<file path="src/rtl/psd_pkg.sv">
// Package: shared defaults and the modulus-control encoding for the
// pulse-swallow divider. Assumes N is never narrower than A.
package psd_pkg;
    localparam int DEF_N_W   = 11;
    localparam int DEF_A_W   = 7;
    localparam int DEF_N_MIN = 3;
    localparam int DEF_RST_N = 64;
    localparam int DEF_RST_A = 0;

    typedef enum logic {
        MOD_LOW  = 1'b0,   // prescaler divides by M
        MOD_HIGH = 1'b1    // prescaler divides by M+1
    } psd_mod_e;
endpackage

</file>
<file path="src/rtl/psd_cfg_shadow.sv">
// Module: validates load requests and keeps the latest accepted setting.
// Assumes: load fields are stable on the sampling edge; rejected loads
// change nothing but the error flag.
module psd_cfg_shadow
    import psd_pkg::*;
#(
    parameter int N_W   = DEF_N_W,
    parameter int A_W   = DEF_A_W,
    parameter int N_MIN = DEF_N_MIN,
    parameter int RST_N = DEF_RST_N,
    parameter int RST_A = DEF_RST_A
) (
    input  logic           clk,
    input  logic           rst_n,
    input  logic           ld_valid,
    input  logic [N_W-1:0] ld_n,
    input  logic [A_W-1:0] ld_a,
    input  logic           ld_wide,
    output logic [N_W-1:0] sh_n,
    output logic [A_W-1:0] sh_a,
    output logic           sh_wide,
    output logic           err
);
    logic legal;

    // Legality: N at least the minimum and strictly above A.
    always_comb begin
        legal = (ld_n >= N_W'(N_MIN)) && (N_W'(ld_a) < ld_n);
    end

    // Shadow store and error flag update.
    always_ff @(posedge clk) begin
        if (!rst_n) begin
            sh_n    <= N_W'(RST_N);
            sh_a    <= A_W'(RST_A);
            sh_wide <= 1'b0;
            err     <= 1'b0;
        end else if (ld_valid) begin
            if (legal) begin
                sh_n    <= ld_n;
                sh_a    <= ld_a;
                sh_wide <= ld_wide;
                err     <= 1'b0;
            end else begin
                err     <= 1'b1;
            end
        end
    end
endmodule

</file>
<file path="src/rtl/psd_swallow_core.sv">
// Module: main and swallow down-counters. Both reload from the shadow
// setting on the terminal cycle of the main counter.
// Assumes: shadow values satisfy N >= 3 and A < N.
module psd_swallow_core
    import psd_pkg::*;
#(
    parameter int N_W   = DEF_N_W,
    parameter int A_W   = DEF_A_W,
    parameter int RST_N = DEF_RST_N,
    parameter int RST_A = DEF_RST_A
) (
    input  logic           clk,
    input  logic           rst_n,
    input  logic [N_W-1:0] sh_n,
    input  logic [A_W-1:0] sh_a,
    input  logic           sh_wide,
    output psd_mod_e       mod_sel,
    output logic           wide_q,
    output logic           term
);
    logic [N_W-1:0] n_cnt;
    logic [A_W-1:0] a_cnt;

    // Terminal cycle and modulus request derived from counter state.
    always_comb begin
        term    = (n_cnt == '0);
        mod_sel = (a_cnt != '0) ? MOD_HIGH : MOD_LOW;
    end

    // Count down; reload everything at the period boundary.
    always_ff @(posedge clk) begin
        if (!rst_n) begin
            n_cnt  <= N_W'(RST_N - 1);
            a_cnt  <= A_W'(RST_A);
            wide_q <= 1'b0;
        end else if (term) begin
            n_cnt  <= sh_n - N_W'(1);
            a_cnt  <= sh_a;
            wide_q <= sh_wide;
        end else begin
            n_cnt  <= n_cnt - N_W'(1);
            if (a_cnt != '0) begin
                a_cnt <= a_cnt - A_W'(1);
            end
        end
    end
endmodule

</file>
<file path="src/rtl/psd_divider.sv">
// Module: top of the pulse-swallow feedback divider. Clocked by the
// prescaler output; drives modulus control and pair select back to it.
// Assumes: the prescaler samples mod_high once per its own cycle.
module psd_divider
    import psd_pkg::*;
#(
    parameter int N_W   = DEF_N_W,
    parameter int A_W   = DEF_A_W,
    parameter int N_MIN = DEF_N_MIN,
    parameter int RST_N = DEF_RST_N,
    parameter int RST_A = DEF_RST_A
) (
    input  logic           clk,
    input  logic           rst_n,
    input  logic           cfg_valid,
    input  logic [N_W-1:0] cfg_n,
    input  logic [A_W-1:0] cfg_a,
    input  logic           cfg_wide,
    output logic           mod_high,
    output logic           psc_wide,
    output logic           div_pulse,
    output logic           cfg_err
);
    logic [N_W-1:0] sh_n;
    logic [A_W-1:0] sh_a;
    logic           sh_wide;
    psd_mod_e       mod_sel;
    logic           term;

    psd_cfg_shadow #(
        .N_W(N_W), .A_W(A_W), .N_MIN(N_MIN), .RST_N(RST_N), .RST_A(RST_A)
    ) shadow_i (
        .clk(clk), .rst_n(rst_n),
        .ld_valid(cfg_valid), .ld_n(cfg_n), .ld_a(cfg_a), .ld_wide(cfg_wide),
        .sh_n(sh_n), .sh_a(sh_a), .sh_wide(sh_wide), .err(cfg_err)
    );

    psd_swallow_core #(
        .N_W(N_W), .A_W(A_W), .RST_N(RST_N), .RST_A(RST_A)
    ) core_i (
        .clk(clk), .rst_n(rst_n),
        .sh_n(sh_n), .sh_a(sh_a), .sh_wide(sh_wide),
        .mod_sel(mod_sel), .wide_q(psc_wide), .term(term)
    );

    // Output mapping.
    always_comb begin
        mod_high  = (mod_sel == MOD_HIGH);
        div_pulse = term;
    end
endmodule

</file>
<file path="config.mk">
export PLATFORM = sky130hd
export DESIGN_NAME = psd_divider
export DESIGN_NICKNAME = d
export VERILOG_FILES = /design/src/rtl/psd_pkg.sv /design/src/rtl/psd_cfg_shadow.sv /design/src/rtl/psd_swallow_core.sv /design/src/rtl/psd_divider.sv
export SDC_FILE = /design/constraint.sdc
export NUM_CORES = 1
export LEC_CHECK = 0
export ABC_AREA = 1
export BUFFER_PORTS_ARGS = -buffer_cell sky130_fd_sc_hd__clkbuf_2
export CORE_ASPECT_RATIO = 1.25
export CORE_UTILIZATION = 55
export DETAILED_ROUTE_END_ITERATION = 7
export HOLD_SLACK_MARGIN = 0.05
export PLACE_DENSITY = 0.8
export SYNTH_ARGS = -nofsm -noshare
export SYNTH_HDL_FRONTEND = slang
export SYNTH_HIERARCHICAL = 1
export SYNTH_SLANG_ARGS = --single-unit
</file>
<file path="constraint.sdc">
create_clock -name clk -period 2.8 [get_ports clk]
set_clock_uncertainty 0.1 [all_clocks]
set_input_delay 0.28 -clock clk [delete_from_list [all_inputs] [get_ports clk]]
set_output_delay 0.28 -clock clk [all_outputs]
set_load 0.005 [all_outputs]
</file>
**Yosys cells after proc, flatten, opt, wreduce, memory -nomap -nowiden**

Cells that the tools add are included.

- Bits in registers: 39
- Input bits: 22
- Output and inout port bits: 4
- Word-level logic and storage cells: 22

- $add $sub $neg: 3
- $lt $le $gt $ge: 2
- Mux-type cells: 5
- Reduce and logical (&&, ||, !) cells: 5

Operators with widths:

| kind | count |
|---|---|
| subtractor 11 x 1 -> 11 bit (second input constant) | 2 |
| 2-to-1 mux 7 bit | 2 |
| >= comparator 11 x 2 -> 1 bit (second input constant) | 1 |
| logical NOT 11 bit | 1 |
| < comparator 7 x 11 -> 1 bit | 1 |
| 2-to-1 mux 11 bit | 1 |
| nonzero test 7 bit | 1 |
| subtractor 7 x 1 -> 7 bit (second input constant) | 1 |
| 2-to-1 mux 1 bit | 2 |
| AND reduction 2 bit | 1 |
| nonzero test 2 bit | 1 |
| logical AND 1 bit | 1 |

**Longest topological paths before layout**

Gate-level depths: netlist (run 1).

- Word-level depth: 3
- Gate-level depth with buffers: 15

**Modules after synthesis**

The synthesis (run 1) kept the hierarchy.

By module, submodules not included:

| module | instances | cells each | area each (µm²) |
|---|---|---|---|
| psd_swallow_core | 1 | 172 | 1139.8 |
| psd_cfg_shadow | 1 | 169 | 1107.3 |

**Worst setup path after synthesis (run 1)**

Ideal clock, no wire load.

- Path type: reg-to-reg
- From: register core_i.n_cnt[2]
- To: register core_i.n_cnt[10]
- Data arrival time: 1614 ps
- Data required time: 2587 ps
- Setup slack: 973 ps
- Stages on the path, launching flop included: 15
- Buffers on the path: 1
- Clock period less this slack: 1827 ps
- Path through: dfxtp_1 -> nor2_2 -> nand2_2 -> nor2_4 -> buf_8 -> nand3_1 -> nand2_2 -> ha_1 -> nand3_2 -> nor2_1 -> nand2_2 -> nor2_2 -> nand2_1 -> nand2_1 -> nor2_1

- Longest elaborated chain between the ends: 2
- Elaborated cells on any way between the ends: 3
- Those cells by class: 1 x add/sub; 1 x mux; 1 x reduce/logical

RTL lines:

| what | line | text |
|---|---|---|
| start, declared | psd_swallow_core.sv:21 | `logic [N_W-1:0] n_cnt;` |
| start signal, assigned | psd_swallow_core.sv:33 | `n_cnt <= N_W'(RST_N - 1);` |
| start signal, assigned | psd_swallow_core.sv:37 | `n_cnt <= sh_n - N_W'(1);` |
| start signal, assigned | psd_swallow_core.sv:41 | `n_cnt <= n_cnt - N_W'(1);` |
| subtractor 11 x 1 -> 11 bit / logical NOT 11 bit (equally long branches) | psd_swallow_core.sv:41, psd_swallow_core.sv:26 |  |
| 2-to-1 mux 11 bit * | psd_swallow_core.sv:36 | `end else if (term) begin` |

Mark *: on every way between the ends. The rest lies on a longest branch, timed or not.
A chain may end at the register's enable or synchronous reset.

**Worst setup path after layout (run 1)**

- From: register core_i.n_cnt[2]
- To: register core_i.n_cnt[6]

The elaborated chain is that of the path after synthesis.

==> results.json, run 1 <==
{
  "antennaDiodeCount": 0,
  "synth.area.top_cells": "sky130_fd_sc_hd__dfxtp_1, sky130_fd_sc_hd__nand2_1, sky130_fd_sc_hd__nor2_1, sky130_fd_sc_hd__inv_1, sky130_fd_sc_hd__nand3_1",
  "timing.hold.ws_ns": 0.118,
  "grt_first_pass_wirelength_um": 7460,
  "irDropWorstVdd_mv": 0.340,
  "ctsRootBufferMaster": "sky130_fd_sc_hd__clkbuf_8",
  "fin_crit_period_ns": 2.29,
  "grt_overflow": 0,
  "grt.total_usage": 0.224,
  "synth_most_common_cell": "sky130_fd_sc_hd__nand2_1",
  "leakage_nw": 1.33,
  "start_kind": "register",
  "critical-path-max-stage-delay_ns": 0.33,
  "fin_total_pwr_mw": 1.61,
  "postSynth.asyncResetShare": 0,
  "vias": 2026,
  "cts_tree": "done",
  "floorplan.rows": 25,
  "grt_max_degree": 35,
  "post_synth_instance_area_um2": 2250,
  "wire_length_the_detailed_router_placed_on_met1_um": 1960,
  "cts-htree-levels": 2,
  "timing.max_slew.rel_slack": 0.557,
  "synth_top_cell_area_share": 0.347,
  "detail_route.first_pass.iterations": 4,
  "initial_utilization": 0.584,
  "final_period_utilization": 0.817,
  "timing.critical_path.to_type": "register",
  "post-place-ws_ns": 0.550,
  "syn-num-nets": 371,
  "detailroute.wirelength.met2_um": 2050,
  "setup_viol": 0,
  "setup_ws_ns": 0.512,
  "slowest_stage": "sky130_fd_sc_hd__dfxtp_1",
  "detail-route-antenna-nets": 0,
  "power.density_cell_area_nw_per_um2": 647,
  "clock_tree.buffer_depth": 2,
  "post-synth-top-area-cell": "sky130_fd_sc_hd__dfxtp_1",
  "cts.repair_timing.setup_buffer_count": 0,
  "io_buffers": 25,
  "floorplan.die.height_um": 73.5,
  "synth_commonest_cells": "sky130_fd_sc_hd__nand2_1, sky130_fd_sc_hd__nor2_1, sky130_fd_sc_hd__inv_1",
  "dominantRegCellSynth": "sky130_fd_sc_hd__dfxtp_1",
  "critPathRequiredTime_ns": 2.89,
  "pin_count": 26,
  "synthCells": 341,
  "maximum_capacitance_violations": 0,
  "hpwlAfterDp_um": 3250,
  "synth-edff-count": 0,
  "outcome": "complete, no violations",
  "synth.lib_cells_used.distinct": 27,
  "clk-insertion-delay-late_ns": 0.29,
  "holdBufCountCts": 0,
  "detail_route.wl_per_cell_um": 10.0,
  "critical_path_class": "reg2reg",
  "fp.coreArea_um2": 3850,
  "hold_viol": 0,
  "rsz0062_at_grt": "no",
  "topRoutingLayerUsed": "met4",
  "fp.dieArea_um2": 4350,
  "synth_seq_area_share": 0.347,
  "drc": 0,
  "detail_route.iter0.violations": 41,
  "critPathMostFrequentCell": "sky130_fd_sc_hd__nand2_2",
  "die_x_um": 59.2,
  "grt_pass1_vias": 1813,
  "cts-resized-gates": 0,
  "cts_inserted_buffers": 5,
  "synth_warnings": 6,
  "worst_pin_slew_ns": 0.664,
  "area_delta_synth_final_pct": 11.0,
  "postRouteWirelength_um": 4200,
  "antenna_found_initial": 0,
  "timing_max_transition_violations_final": 0,
  "cts_num_sinks": 39,
  "min_delay_worst_type": "in2reg",
  "layout-drive-gt1-share": 0.159,
  "detailroute.wirelength.met3_um": 151,
  "synth-seq-cells": 39,
  "finalSetupTns_ns": 0,
  "place.gp.congestion": 0.786,
  "finish.net_count": 394,
  "cts.clk_slew.worst_paths_ns": 0.08,
  "routed_via_density": 4.84,
  "critical_path_arrival_ns": 2.38,
  "postSynthAreaPerCell_um2": 6.59,
  "crit_path_cell_trace": "nor2_2 > nand2_2 > nor2_4 > nand2_1 > nand2_1 > nand2_2 > ha_1 > nand3_2 > nor2_1 > nand2_2 > inv_1 > o21ai_0 > nor2_1",
  "critical_path_peak_fanout": 14,
  "achievable-frequency_mhz": 437
}
-- cells in the final DEF (no fill, tap or decap) --
cell / instances
sky130_fd_sc_hd__a211oi_1: 2
sky130_fd_sc_hd__a21boi_4: 1
sky130_fd_sc_hd__a21oi_1: 8
sky130_fd_sc_hd__a31o_2: 1
sky130_fd_sc_hd__a31oi_1: 1
sky130_fd_sc_hd__buf_4: 1
sky130_fd_sc_hd__bufinv_16: 2
sky130_fd_sc_hd__clkbuf_1: 1
sky130_fd_sc_hd__clkbuf_2: 25
sky130_fd_sc_hd__clkbuf_8: 5
sky130_fd_sc_hd__dfxtp_1: 39
sky130_fd_sc_hd__ha_1: 8
sky130_fd_sc_hd__inv_1: 47
sky130_fd_sc_hd__inv_2: 3
sky130_fd_sc_hd__nand2_1: 78
sky130_fd_sc_hd__nand2_2: 8
sky130_fd_sc_hd__nand3_1: 33
sky130_fd_sc_hd__nand3_2: 4
sky130_fd_sc_hd__nand3_4: 1
sky130_fd_sc_hd__nand3b_1: 1
sky130_fd_sc_hd__nand4_1: 2
sky130_fd_sc_hd__nor2_1: 71
sky130_fd_sc_hd__nor2_2: 5
sky130_fd_sc_hd__nor2_4: 2
sky130_fd_sc_hd__nor3_1: 2
sky130_fd_sc_hd__o211ai_1: 1
sky130_fd_sc_hd__o21ai_0: 9
sky130_fd_sc_hd__xnor2_1: 2
sky130_fd_sc_hd__xor2_1: 2
-- layout make-up --
class,instances,area (um2)
Clock buffer,6,72.6
Clock inverter,2,60.1
Fill cell,368,1350
Inverter,50,188
Multi-Input combinational cell,242,1190
Sequential cell,39,781
Tap cell,54,67.6
Timing Repair Buffer,26,133
-- cell families after synthesis --
group | synth area share
compound gates | 0.0629
xor+xnor | 0.0156
fa+ha+maj | 0.0445
buf+inv | 0.122
flops | 0.347
simple gates | 0.408
-- through the flow --
step,cell area (um2),util,std cells
floorplan,2250,-,341
global placement,2360,0.614,411
detailed placement,2360,0.614,411
CTS,2490,0.648,419
global route,2490,0.648,419
finish,2490,0.648,419
-- sequential cells by signal, summed over array words and instances, names as in the netlist --
| signal | cells |
|---|---|
| core_i/wide_q | 1 |
| core_i/n_cnt | 11 |
| core_i/a_cnt | 7 |
| shadow_i/err | 1 |
| shadow_i/sh_a | 7 |
| shadow_i/sh_n | 11 |
| shadow_i/sh_wide | 1 |
-- final timing paths --
path,start,to,slack (ns),depth (start not counted)
min reg2reg,shadow_i/sh_a[4],core_i/a_cnt[4],0.38,2
min,cfg_n[6],shadow_i/sh_n[6],0.12,3
max,core_i/n_cnt[2],core_i/n_cnt[6],0.51,13
max reg2reg,core_i/n_cnt[2],core_i/n_cnt[6],0.51,13
-- power by group --
part	switching, mW	internal (mW)
Sequential	0.0372	0.624
Combinational	0.239	0.164
Clock	0.191	0.356
Total	0.468	1.14
-- routing by layer --
| layer | vias up | track usage |
|---|---|---|
| li1 | 1102 | - |
| met1 | 877 | 0.271 |
| met2 | 43 | 0.386 |
| met3 | 4 | 0.0493 |
| met4 | 0 | 0.0767 |
| met5 | - | 0 |
-- critical path, delay by kind of cell (launching register included) --
kind	cells	cell delay, ns
buffers and inverters	1	0.04
DFF	1	0.33
and+or+nand+nor	10	1.34
adders and majority gates	1	0.23
AOI/OAI and AO/OA	1	0.16
Note: power is estimated with default switching activity, not from simulation.
==> run 2, diff against run 1 <==
Settings changed: ABC_AREA 1 to 0, PLACE_DENSITY 0.8 to 0.79.
Clock period 2.8 ns to 2.34 ns, I/O delays scaled along.
==> results.json, run 2 <==
{
  "clock_tree.buffer_depth": 2,
  "routed_via_density": 6.64,
  "min_delay_worst_type": "in2reg",
  "syn-num-nets": 341,
  "ctsRootBufferMaster": "sky130_fd_sc_hd__clkbuf_8",
  "r2r.worst_path.cells": 7,
  "reg2reg_setup_slack_ns": 0.08,
  "die_x_um": 64.5,
  "setup_ws_ns": 0.0769,
  "critical_path_class": "reg2reg",
  "floorplan.die.height_um": 80.1,
  "synth_warnings": 6,
  "grt_overflow": 0,
  "grt.total_usage": 0.280,
  "clk-insertion-delay-late_ns": 0.29,
  "power_frac_clock": 0.291,
  "timing.critical_path.to_type": "register",
  "timing.rr.end": "core_i/a_cnt[1]",
  "cts_inserted_buffers": 5,
  "cts.clk_slew.worst_paths_ns": 0.07,
  "crit_path_cell_trace": "inv_2 > ha_2 > or3b_4 > or4_4 > buf_4 > mux2_4 > o21ai_2",
  "start_kind": "register",
  "worst_pin_slew_ns": 0.761,
  "place.gp.congestion": 0.956,
  "detail_route.iter0.violations": 166,
  "detail_route.first_pass.iterations": 4,
  "finalInstanceArea_um2": 3080,
  "initial_utilization": 0.571,
  "postSynthAreaPerCell_um2": 8.62,
  "hpwlAfterDp_um": 4840,
  "p_seq_frac": 0.408,
  "timing.critical_path.depth": 7,
  "final_period_utilization": 0.967,
  "cts_tree": "done",
  "critical-path-top-delay-family": "simple AND/OR/NAND/NOR gates",
  "critPathRequiredTime_ns": 2.46,
  "floorplan.rows": 28,
  "total_switching_power_mw": 0.603,
  "postSynth.asyncResetShare": 0,
  "final_common_cell": "sky130_fd_sc_hd__dfxtp_1",
  "drc": 0,
  "synth_most_common_cell": "sky130_fd_sc_hd__dfxtp_1",
  "place_inst": 392,
  "grt_pass1_vias": 2491,
  "hold_viol": 0,
  "worst_setup_path_startpoint": "core_i/a_cnt[1]",
  "antenna_found_initial": 0,
  "critical_path.reg2reg.startpoint": "core_i/a_cnt[1]",
  "synth_commonest_cells": "sky130_fd_sc_hd__dfxtp_1, sky130_fd_sc_hd__nand3_1, sky130_fd_sc_hd__o2111ai_1",
  "power_switching_share": 0.301,
  "fp.coreArea_um2": 4690,
  "synthCells": 311,
  "layout.core_utilization": 0.656,
  "post-synth-top-area-cell": "sky130_fd_sc_hd__dfxtp_1",
  "cts-htree-levels": 2,
  "synth.area.top_cells": "sky130_fd_sc_hd__dfxtp_1, sky130_fd_sc_hd__o2111ai_1, sky130_fd_sc_hd__a2bb2oi_1, sky130_fd_sc_hd__o211ai_1, sky130_fd_sc_hd__nand3_1",
  "synth-edff-count": 0,
  "setup_viol": 0,
  "slowest_stage": "sky130_fd_sc_hd__or4_4",
  "timing.max_slew.rel_slack": 0.493,
  "worst_setup_path_end": "core_i/a_cnt[1]",
  "top_regs": "core_i/n_cnt (11), shadow_i/sh_n (11)",
  "critical-path-max-stage-delay_ns": 0.54,
  "achievable-frequency_mhz": 442,
  "synth_top_cell_area_share": 0.291,
  "vias": 2664,
  "power.density_cell_area_nw_per_um2": 650,
  "critical_path_buf_inv_count": 2,
  "cts_num_sinks": 39,
  "cellInternalPower_mw": 1.40,
  "post-place-ws_ns": 0.0743,
  "synth.lib_cells_used.distinct": 61,
  "finish.net_count": 370,
  "post_synth_instance_area_um2": 2680,
  "dominantRegCellSynth": "sky130_fd_sc_hd__dfxtp_1",
  "outcome": "complete, no violations",
  "layout_fillers": 425,
  "postRouteWirelength_um": 6780,
  "dpl-instance-area_um2": 2930,
  "pin_count": 26,
  "timing_max_transition_violations_final": 0,
  "grt_first_pass_wirelength_um": 11600,
  "worstHoldStart": "cfg_valid",
  "detail_route.wl_per_cell_um": 16.9,
  "maximum_capacitance_violations": 0,
  "area_delta_synth_final_pct": 14.8,
  "fin_crit_period_ns": 2.26,
  "combinational_power_share": 0.302,
  "holdBufCountCts": 0,
  "grt_max_degree": 40,
  "synth-seq-cells": 39,
  "io_buffers": 25,
  "synth_seq_area_share": 0.291,
  "most-common-layout-cells": "sky130_fd_sc_hd__dfxtp_1, sky130_fd_sc_hd__clkbuf_2, sky130_fd_sc_hd__nand3_1, sky130_fd_sc_hd__o2111ai_1, sky130_fd_sc_hd__buf_4",
  "antennaDiodeCount": 0,
  "irDropWorstVdd_mv": 0.402,
  "finalNonFillerCells": 401,
  "critical_path_arrival_ns": 2.38,
  "leakage_nw": 1.14,
  "fp.dieArea_um2": 5160,
  "layout-drive-gt1-share": 0.252,
  "detail-route-antenna-nets": 0,
  "rsz0062_at_grt": "yes",
  "critical_path_peak_fanout": 6
}
run 2: per-layer routing:
| layer | wire, um | global-route usage | part of all wire |
|---|---|---|---|
| met2 | 3410 | 0.467 | 0.50 |
| met1 | 2940 | 0.363 | 0.43 |
| met5 | 0 | 0 | 0 |
| met4 | 94 | 0.100 | 0.014 |
| met3 | 344 | 0.0426 | 0.051 |
run 2: layout make-up:
| type | count | area [um2] | area share |
|---|---|---|---|
| Tap cell | 60 | 75.1 | 0.0244 |
| Inverter | 11 | 41.3 | 0.0134 |
| Timing Repair Buffer | 47 | 303 | 0.0983 |
| Clock inverter | 2 | 35.0 | 0.0114 |
| Clock buffer | 6 | 82.6 | 0.0268 |
| Multi-Input combinational cell | 236 | 1750 | 0.568 |
| Sequential cell | 39 | 792 | 0.257 |
run 2: how the worst min path moves through the flow:
stage	endpoint	slack (ns)	depth (start not counted)
finish	shadow_i/err	0.21	3
global route	shadow_i/err	0.22	3
CTS	shadow_i/err	0.20	3
detailed placement	core_i/wide_q	0.35	2
global placement	core_i/a_cnt[4]	0.35	2
floorplan	core_i/n_cnt[0]	0.21	1
run 2: repair_timing:
| item | 4_1_cts | 5_1_grt |
|---|---|---|
| endpoints found under the setup margin | 0 | 5 |
| resized for setup | 0 | 11 |
| setup buffers | 0 | 1 |
run 2: stage by stage:
step	setup TNS [ns]	hold slack, ns	power [mW]
floorplan	0	0.207	1.29
global route	-0.00636	0.217	2.12
detailed placement	0	0.352	1.40
global placement	0	0.346	1.39
CTS	0	0.203	1.98
finish	0	0.206	2.00
run 2: kinds of logic after synthesis:
kind of cell | share of synthesized area
AND/OR/NAND/NOR | 0.259
flip-flops | 0.291
AO/OA/AOI/OAI | 0.322
buffers and inverters | 0.0709
adder cells (fa/ha/maj) | 0.0373
XOR/XNOR | 0.00980
multiplexers | 0.00980
run 2: worst register-to-register path, stage by stage, from the launching register on:
cell and delay [ns]:
sky130_fd_sc_hd__dfxtp_2 0.34, sky130_fd_sc_hd__inv_2 0.06, sky130_fd_sc_hd__ha_2 0.18, sky130_fd_sc_hd__or3b_4 0.39, sky130_fd_sc_hd__or4_4 0.54, sky130_fd_sc_hd__buf_4 0.17, sky130_fd_sc_hd__mux2_4 0.29, sky130_fd_sc_hd__o21ai_2 0.13
run 2: power groups by stage:
| stage | clock (mW) | sequential, mW | combinational [mW] |
|---|---|---|---|
| 2_1_floorplan | 0 | 0.809 | 0.477 |
| 4_1_cts | 0.586 | 0.810 | 0.583 |
| 3_3_place_gp | 0 | 0.823 | 0.563 |
| 3_5_place_dp | 0 | 0.826 | 0.578 |
| 5_1_grt | 0.625 | 0.829 | 0.670 |
| 6_report | 0.582 | 0.816 | 0.604 |
==> run 3, diff against run 2 <==
Settings changed: CORE_UTILIZATION 55 to 54, PLACE_DENSITY 0.79 to 0.81, SETUP_SLACK_MARGIN set to 0.1.
Clock period 2.34 ns to 1.9 ns, I/O delays scaled along.
==> results.json, run 3 (same netlist as run 2, synthesis figures left out) <==
{
  "dpl-instance-area_um2": 3130,
  "min_to": "shadow_i/err",
  "finalInstanceArea_um2": 3500,
  "cts_inserted_buffers": 5,
  "critical-path-max-stage-delay_ns": 0.53,
  "clock_tree.buffer_depth": 2,
  "most-common-layout-cells": "sky130_fd_sc_hd__buf_4, sky130_fd_sc_hd__dfxtp_1, sky130_fd_sc_hd__nand3_1, sky130_fd_sc_hd__clkbuf_2, sky130_fd_sc_hd__o2111ai_1",
  "crit_path_cell_trace": "nor3_4 > nand4_1 > inv_2 > a21oi_2 > ha_2 > or4b_4 > nor4_4 > a31oi_1 > nor3b_1",
  "pin_count": 26,
  "fp.dieArea_um2": 5250,
  "hold-path-cell-count": 3,
  "worst_pin_slew_ns": 0.776,
  "timing.rr.end": "core_i/n_cnt[10]",
  "postRouteWirelength_um": 7650,
  "vias": 2833,
  "cts.clk_slew.worst_paths_ns": 0.09,
  "clk-insertion-delay-late_ns": 0.30,
  "min_delay_worst_type": "in2reg",
  "grt_first_pass_wirelength_um": 12100,
  "hpwlAfterDp_um": 4890,
  "ctsRootBufferMaster": "sky130_fd_sc_hd__clkbuf_8",
  "worstHoldStart": "cfg_valid",
  "fin_crit_period_ns": 2.18,
  "grt_overflow": 0,
  "timing.max_slew.rel_slack": 0.482,
  "grt_pass1_vias": 2489,
  "detail_route.wl_per_cell_um": 17.8,
  "reg2reg_setup_slack_ns": -0.28,
  "leakage_nw": 1.34,
  "cts_num_sinks": 39,
  "final_common_cell": "sky130_fd_sc_hd__buf_4",
  "area_delta_synth_final_pct": 30.5,
  "timing.hold.ws_ns": 0.155,
  "cts-htree-levels": 2,
  "timing_max_transition_violations_final": 0,
  "fp.coreArea_um2": 4760,
  "violated_checks": "setup timing",
  "floorplan.die.height_um": 80.8,
  "antennaDiodeCount": 0,
  "place.gp.congestion": 0.937,
  "top_regs": "core_i/n_cnt (11), shadow_i/sh_n (11)",
  "grt.total_usage": 0.294,
  "detail-route-antenna-nets": 0,
  "io_buffers": 25,
  "finalSetupTns_ns": -1.73,
  "floorplan.rows": 28,
  "achievable-frequency_mhz": 460,
  "slowest_stage": "sky130_fd_sc_hd__or4b_4",
  "grt_max_degree": 40,
  "critical_path_arrival_ns": 2.29,
  "setup_ws_ns": -0.276,
  "outcome": "finished, violations left",
  "die_x_um": 65.0,
  "timing.critical_path.to_type": "register",
  "drc": 0,
  "critical_path_peak_fanout": 5,
  "critical_path.reg2reg.startpoint": "core_i/n_cnt[2]",
  "initial_utilization": 0.563,
  "irDropWorstVdd_mv": 0.546,
  "final_period_utilization": 1.15,
  "routed_via_density": 6.60,
  "antenna_found_initial": 0,
  "finish.net_count": 398,
  "start_kind": "register",
  "rsz0062_at_grt": "yes",
  "critPathRequiredTime_ns": 2.01,
  "detail_route.first_pass.iterations": 5,
  "layout-drive-gt1-share": 0.374,
  "detail_route.iter0.violations": 171,
  "cts_tree": "done",
  "power.density_cell_area_nw_per_um2": 852,
  "critical_path_class": "reg2reg",
  "setup_viol": 13,
  "r2r.worst_path.cells": 9,
  "maximum_capacitance_violations": 0,
  "hold_viol": 0
}
-- run 3: cell types whose count changed in the layout (fill, tap and decap cells not counted), sizes merged --
cell,previous run,this run
buf,22,51
inv,10,11
clkinv,2,1
clkbuf,31,29
bufinv,1,2
-- run 3: area by class of cell --
type / count / area, um2
multi-input cells: 236 / 1880
fillers: 367 / 1270
flip-flops and latches: 39 / 800
repair buffers: 75 / 569
well taps: 60 / 75.1
clock buffers: 5 / 68.8
clock inverters: 3 / 66.3
inverters: 11 / 41.3
-- run 3: worst max-delay path by stage --
stage                          startpoint                to  slack (ns)  cells past startpoint
after detailed placement  core_i/n_cnt[7]  core_i/n_cnt[10]       -0.25                      9
after CTS                 core_i/a_cnt[1]          mod_high       -0.33                      6
after floorplan           core_i/n_cnt[7]  core_i/n_cnt[10]       -0.36                     10
final                     core_i/n_cnt[2]  core_i/n_cnt[10]       -0.28                      9
after global routing      core_i/n_cnt[2]  core_i/n_cnt[10]       -0.34                      9
after global placement    core_i/n_cnt[7]  core_i/n_cnt[10]       -0.18                      9
-- run 3: stage by stage --
step | instances | setup WS (ns) | power, mW | utilization
after floorplan | 311 | -0.364 | 1.64 | -
after global placement | 409 | -0.179 | 1.87 | 0.657
after detailed placement | 409 | -0.248 | 1.91 | 0.657
after CTS | 423 | -0.331 | 2.82 | 0.712
after global routing | 429 | -0.343 | 3.10 | 0.734
final | 429 | -0.276 | 2.98 | 0.734
-- run 3: timing repair --
| action | in CTS | in global routing |
|---|---|---|
| pin swaps | 10 | 9 |
| setup buffers | 6 | 6 |
| gates resized for setup | 21 | 14 |
| hold buffers | 0 | 0 |
| endpoints found under the setup margin | 14 | 16 |
-- run 3: worst max-delay path, delay by kind of cell (launching register included) --
kind / cells / cell delay (ns)
adders and majority gates: 1 / 0.20
AOI/OAI and AO/OA: 2 / 0.27
and+or+nand+nor: 5 / 1.05
buffers and inverters: 1 / 0.08
DFF: 1 / 0.37
-- run 3: where the power goes --
| group | switching (mW) | internal [mW] | leakage, nW |
|---|---|---|---|
| combinational | 0.526 | 0.618 | 0.949 |
| clock | 0.321 | 0.525 | 0.0687 |
| sequential | 0.0769 | 0.915 | 0.322 |
-- run 3: layer usage --
layer  up-vias  track usage  share of wire
met4         0       0.0891          0.018
li1       1345            -              -
met3        12       0.0379          0.047
met5         -            0              0
met2       113        0.503           0.50
met1      1363        0.382           0.43
